===== src/rtl/det_pkg.sv =====
`timescale 1ns/1ps
// Shared constants for the detect status unit: flag positions in the
// status byte and the mask of flags that are allowed to interrupt.
package det_pkg;
    localparam int NUM_DET    = 4;   // external detector inputs
    localparam int STAT_W     = 8;   // status byte width
    localparam int BIT_CARR   = 0;
    localparam int BIT_CPRG   = 1;
    localparam int BIT_ANST   = 2;
    localparam int BIT_LLOOP  = 3;
    localparam int BIT_MARK   = 4;
    localparam logic [STAT_W-1:0] IRQ_MASK =
        STAT_W'((1 << BIT_CARR) | (1 << BIT_CPRG) | (1 << BIT_ANST) | (1 << BIT_MARK));
    typedef logic [STAT_W-1:0] stat_t;
endpackage


===== src/rtl/det_sync.sv =====
`timescale 1ns/1ps
// Two-flop synchronizer bank, one chain per bit.
// Assumes each input is a level that stays put for several clock cycles.
module det_sync #(
    parameter int W = 4
) (
    input  logic         clk,
    input  logic         rst_n,
    input  logic [W-1:0] d,
    output logic [W-1:0] q
);
    generate
        for (genvar i = 0; i < W; i++) begin : g_bit
            logic s1_q, s2_q;
            // Two register stages per asynchronous detector level
            always_ff @(posedge clk) begin
                if (!rst_n) begin
                    s1_q <= 1'b0;
                    s2_q <= 1'b0;
                end else begin
                    s1_q <= d[i];
                    s2_q <= s1_q;
                end
            end
            assign q[i] = s2_q;
        end
    endgenerate
endmodule


===== src/rtl/mark_timer.sv =====
`timescale 1ns/1ps
// Unscrambled-mark timer. It counts millisecond ticks while the last strobed
// demodulated bit was 1, and saturates at MARK_TICKS. A strobed 0 clears it.
// Assumes rx_bit_stb and ms_tick are single-cycle pulses in the clk domain.
module mark_timer #(
    parameter int MARK_TICKS = 166
) (
    input  logic clk,
    input  logic rst_n,
    input  logic rx_bit,
    input  logic rx_bit_stb,
    input  logic ms_tick,
    output logic mark
);
    localparam int CNT_W = $clog2(MARK_TICKS + 1);
    localparam logic [CNT_W-1:0] CNT_MAX = CNT_W'(MARK_TICKS);

    logic [CNT_W-1:0] cnt_q;
    logic             line_hi_q;

    // Track the line level and advance the saturating tick count
    always_ff @(posedge clk) begin
        if (!rst_n) begin
            cnt_q     <= '0;
            line_hi_q <= 1'b0;
        end else if (rx_bit_stb) begin
            line_hi_q <= rx_bit;
            if (!rx_bit) cnt_q <= '0;
        end else if (ms_tick && line_hi_q && (cnt_q != CNT_MAX)) begin
            cnt_q <= cnt_q + 1'b1;
        end
    end

    assign mark = (cnt_q == CNT_MAX);

    AST_ZERO_CLEARS_MARK: assert property (@(posedge clk) disable iff (!rst_n)
        (rx_bit_stb && !rx_bit) |=> !mark);
    AST_CNT_BOUNDED: assert property (@(posedge clk) disable iff (!rst_n)
        cnt_q <= CNT_MAX);
    AST_NO_COUNT_LOW: assert property (@(posedge clk) disable iff (!rst_n)
        (!line_hi_q && !rx_bit_stb) |=> $stable(cnt_q));
endmodule


===== src/rtl/irq_ctl.sv =====
`timescale 1ns/1ps
// Interrupt pending flag. An enabled event sets it and a read clears it.
// When both meet at one edge, the event wins, so no change is lost.
// The output is also gated by the enable.
module irq_ctl (
    input  logic clk,
    input  logic rst_n,
    input  logic evt,
    input  logic irq_en,
    input  logic rd_stb,
    output logic irq_n
);
    logic pend_q;

    // Set on an enabled event, else clear on read, else hold
    always_ff @(posedge clk) begin
        if (!rst_n)                pend_q <= 1'b0;
        else if (evt && irq_en)    pend_q <= 1'b1;
        else if (rd_stb)           pend_q <= 1'b0;
    end

    assign irq_n = ~(pend_q & irq_en);

    AST_READ_CLEARS: assert property (@(posedge clk) disable iff (!rst_n)
        (rd_stb && !(evt && irq_en)) |=> irq_n);
    AST_EVENT_RAISES: assert property (@(posedge clk) disable iff (!rst_n)
        (evt && irq_en && $stable(irq_en)) |=> !irq_n);
    AST_READ_RACE_KEEPS: assert property (@(posedge clk) disable iff (!rst_n)
        (evt && irq_en && rd_stb) |=> (!irq_n || !irq_en));
endmodule


===== src/rtl/det_flag_irq.sv =====
`timescale 1ns/1ps
// Detect status byte and interrupt unit. It synchronizes the detector
// levels and appends the unscrambled-mark flag. It registers the byte for
// reading and sends changes in interrupting flags to the interrupt logic.
// Assumes rd_stb is a single-cycle pulse per processor read.
module det_flag_irq #(
    parameter int MARK_TICKS = 166
) (
    input  logic                          clk,
    input  logic                          rst_n,
    input  logic [det_pkg::NUM_DET-1:0]   det_in,
    input  logic                          rx_bit,
    input  logic                          rx_bit_stb,
    input  logic                          ms_tick,
    input  logic                          irq_en,
    input  logic                          rd_stb,
    output logic [det_pkg::STAT_W-1:0]    rd_data,
    output logic                          irq_n
);
    import det_pkg::*;

    logic [NUM_DET-1:0] det_s;
    logic               mark;
    stat_t              cur, stat_q, diff;
    logic               evt;

    det_sync #(.W(NUM_DET)) i_sync (
        .clk(clk), .rst_n(rst_n), .d(det_in), .q(det_s)
    );

    mark_timer #(.MARK_TICKS(MARK_TICKS)) i_mark (
        .clk(clk), .rst_n(rst_n), .rx_bit(rx_bit),
        .rx_bit_stb(rx_bit_stb), .ms_tick(ms_tick), .mark(mark)
    );

    // Assemble the live flag vector in status-byte order
    always_comb begin
        cur             = '0;
        cur[NUM_DET-1:0] = det_s;
        cur[BIT_MARK]   = mark;
    end

    // Status byte register, updated every cycle
    always_ff @(posedge clk) begin
        if (!rst_n) stat_q <= '0;
        else        stat_q <= cur;
    end

    assign diff    = cur ^ stat_q;
    assign evt     = |(diff & IRQ_MASK);
    assign rd_data = stat_q;

    irq_ctl i_irq (
        .clk(clk), .rst_n(rst_n), .evt(evt), .irq_en(irq_en),
        .rd_stb(rd_stb), .irq_n(irq_n)
    );

    AST_MASKED_HIGH: assert property (@(posedge clk) disable iff (!rst_n)
        !irq_en |-> irq_n);
    AST_LLOOP_QUIET: assert property (@(posedge clk) disable iff (!rst_n)
        (irq_n && (diff == stat_t'(1 << BIT_LLOOP))) |=> irq_n);
    AST_UPPER_ZERO: assert property (@(posedge clk) disable iff (!rst_n)
        rd_data[STAT_W-1:BIT_MARK+1] == '0);
endmodule


===== config.mk =====
export PLATFORM = sky130hd
export DESIGN_NAME = det_flag_irq
export DESIGN_NICKNAME = d
export VERILOG_FILES = /design/src/rtl/det_pkg.sv /design/src/rtl/det_sync.sv /design/src/rtl/mark_timer.sv /design/src/rtl/irq_ctl.sv /design/src/rtl/det_flag_irq.sv
export SDC_FILE = /design/constraint.sdc
export NUM_CORES = 1
export LEC_CHECK = 0
export BUFFER_PORTS_ARGS = -buffer_cell sky130_fd_sc_hd__buf_2
export CAP_MARGIN = 10
export CORE_MARGIN = 4
export CORE_UTILIZATION = 29
export DETAILED_ROUTE_END_ITERATION = 10
export MAX_ROUTING_LAYER = met4
export SETUP_SLACK_MARGIN = 0.02
export SYNTH_ARGS = -nofsm -noshare
export SYNTH_HDL_FRONTEND = slang
export SYNTH_HIERARCHICAL = 1
export SYNTH_SLANG_ARGS = --single-unit

===== constraint.sdc =====
create_clock -name clk -period 5.2 [get_ports clk]
set_input_delay 0.52 -clock clk [delete_from_list [all_inputs] [get_ports clk]]
set_output_delay 0.52 -clock clk [all_outputs]
set_load 0.01 [all_outputs]

==> qor.csv <==
metric,value,unit
overall routed net length,1850,um
min Tclk post-route,1.76,ns
number of top-level pins,20,
"Slowest-stage cell, CP",o41ai_2,
Clock transition at path regs,0.14,ns
Post-Syn Area,1020,um^2
# rows,21,
Root Driver,clkbuf_4,
placed cell area,1110,um^2
crit share post-route,33.8,%
CP Launch Type,flip-flop,
synth top area cells,"dfxtp_1, and2_1, buf_4",
Post-CTS Hold Buffers,0,
first-pass GRT wire length,3180,um
CORE AREA,3360,um^2
max incr delay on CP,0.45,ns
Post-layout nets,130,
clk buf depth,2,
DR WL/cell,11.4,um
Final GP Congestion,0.799,
status,finished clean,
Detailed Routing Iterations Pass 1,4,
later-pin clock latency in the skew report,0.32,ns
"Hold Violations, Final",0,
Worst EP required,5.47,ns
DR DRC count,0,
Vias/cell,4.55,
Layout Skew,0.0120,ns
CP endpoint kind,flip-flop,
biggest area consumer among synthesized cells,dfxtp_1,
routed vias,737,
Die X-Extent,67.3,um
Die Y,67.3,um
critical-path cell list,inv_1 > ha_1 > nand4b_4 > o41ai_2 > and3_1 > a2bb2oi_1,
arrival time at the worst endpoint,2.02,ns
setup TNS,0,ns
port bufs,16,
area growth from synthesis to layout,11.4,%
post-layout instance count excluding filler cells,162,
"Seq/Total Area, Yosys",45.2,%
H-Tree Depth,1,
Final Max Tran Viols,0,
unrepaired setup endpoints after global routing,false,
Hold WC Path Type,in2reg,
vias in the first global route,694,
top cell type's share of synthesized area,45.2,%
TritonCTS clock tree,built,
final instance area,1130,um^2
Final setup viols,0,
layout cell share with drive strength beyond 1,20.7,%
f_max,569,MHz
hold slack,0.385,ns
post-CTS setup buffers,0,
CTS resizes,0,
final antenna-violating net count,0,
DRT iter0 DRCs,22,
Peak supply drop,0.148,mV
clk sink count,23,
antenna diode count,0,
initial antenna violation count,0,
Yosys warning count,6,
Tightest Pin Transition,0.526,ns
Pwr per Cell Area,258,nW/um^2
Post-Place Cells,158,
Seq cells post-synth,23,
fillers,379,
Avg Inst Size Synth,9.99,um^2
pin count of the biggest net entering global routing,26,
crit-path max FO,6,
Max Cap Viol,0,
GR Overflow Total,0,
Pleak,0.000530,uW
Total Routing Usage GR,9.79,%
starting density of the core,30.3,%
CTS Buf Count,3,
total power draw,293,uW
Post-Syn Instances,102,
Crit Path Class,reg2reg,
Max transition margin,64.6,%
die footprint,4520,um^2
Synth cell types,36,
-- registers in the layout, indices dropped and copies added (netlist names) --
register,count
i_mark/cnt_q,8
rd_data,5
i_sync/g_bit.s1_q,4
i_sync/g_bit.s2_q,4
i_irq/pend_q,1
i_mark/line_hi_q,1
-- metrics by stage --
| step | setup slack (ns) | util (%) |
|---|---|---|
| final | 3.44 | 33.7 |
| after global routing | 3.34 | 33.7 |
| after CTS | 3.45 | 33.7 |
| after detailed placement | 3.47 | 32.9 |
| after global placement | 3.53 | 32.9 |
| after floorplan | 3.56 | - |
-- cells in the final DEF, fill, tap and decap left out, types with 2 or more instances in the layout --
master / n
nand2b_1: 3
clkbuf_4: 3
and4b_1: 2
nand2_1: 8
xnor2_1: 4
conb_1: 3
and3_1: 4
inv_1: 3
buf_2: 16
and2_1: 12
a211o_1: 2
nor2_1: 3
nand4_1: 3
ha_1: 2
dfxtp_1: 23
o21a_1: 2
nand3_1: 3
-- where the power goes --
group          total [uW]  switching (uW)  leakage [uW]  internal, uW
clock                85.4            56.5     0.0000177          28.8
sequential            185            2.91      0.000188           182
combinational        22.2            11.8      0.000325          10.4
-- layer usage --
layer,GRT usage [%],up-vias,wire length [um]
met5,-,-,0
met2,15.0,17,870
met3,3.99,3,112
met4,2.28,0,12
met1,12.1,345,853
li1,-,372,-
-- cell usage after synthesis, drive strengths merged --
cell,count
mux2i,1
a2bb2oi,1
or4,1
nor4,1
xnor2,4
and4,1
o41ai,1
nand3,3
ha,2
nor2b,1
a22o,1
and3,4
dfxtp,23
o2111a,1
and3b,1
clkbuf,1
a21oi,1
a32oi,1
nand4b,1
o31ai,1
o21a,2
and4b,2
buf,7
inv,3
a21boi,2
and2,13
xor2,1
conb,1
nand2,8
nand4,3
nor2,3
nand2b,3
a211o,2
nor3b,1
-- critical path, delay by kind of cell (launching register included) --
kind / cells / cell delay, ns
adder cells (fa/ha/maj): 1 / 0.19
AO/OA/AOI/OAI: 2 / 0.63
buffers and inverters: 1 / 0.07
AND/OR/NAND/NOR: 2 / 0.45
flip-flops: 1 / 0.37
-- worst paths after layout --
| kind | slack (ns) | startpoint | depth (start not counted) | end |
|---|---|---|---|---|
| setup / recovery | 3.44 | i_mark/cnt_q[0]$_SDFFE_PN0P_ | 6 | i_mark/cnt_q[5]$_SDFFE_PN0P_ |
| hold / removal | 0.39 | det_in[0] | 2 | i_sync/g_bit[0].s1_q$_SDFF_PN0_ |
| setup reg to reg | 3.44 | i_mark/cnt_q[0]$_SDFFE_PN0P_ | 6 | i_mark/cnt_q[5]$_SDFFE_PN0P_ |
| hold reg to reg | 0.45 | i_sync/g_bit[0].s1_q$_SDFF_PN0_ | 1 | i_sync/g_bit[0].s2_q$_SDFF_PN0_ |
-- cells by family (layout without fill, tap and decap cells) --
| group | count (synthesis) | count (layout) | synth area share, % |
|---|---|---|---|
| buffers and inverters | 11 | 23 | 6.63 |
| xor gates and xnor gates | 5 | 5 | 4.30 |
| AOI/OAI and AO/OA | 13 | 13 | 11.2 |
| muxes | 1 | 1 | 0.983 |
| and+or+nand+nor | 46 | 46 | 28.9 |
| other | 1 | 3 | 0.368 |
| DFF | 23 | 23 | 45.2 |
| adders and majority gates | 2 | 2 | 2.46 |
-- layout make-up --
class / count / area [um^2] / area share (%)
clock buffer: 3 / 22.5 / 1.98
clock inverter: 1 / 5.00 / 0.441
inverter: 3 / 11.3 / 0.992
multi-input combinational: 70 / 498 / 43.9
sequential: 23 / 460 / 40.6
tap: 46 / 57.6 / 5.07
timing repair buffer: 16 / 80.1 / 7.06
Power figures use the tool's default switching activity.
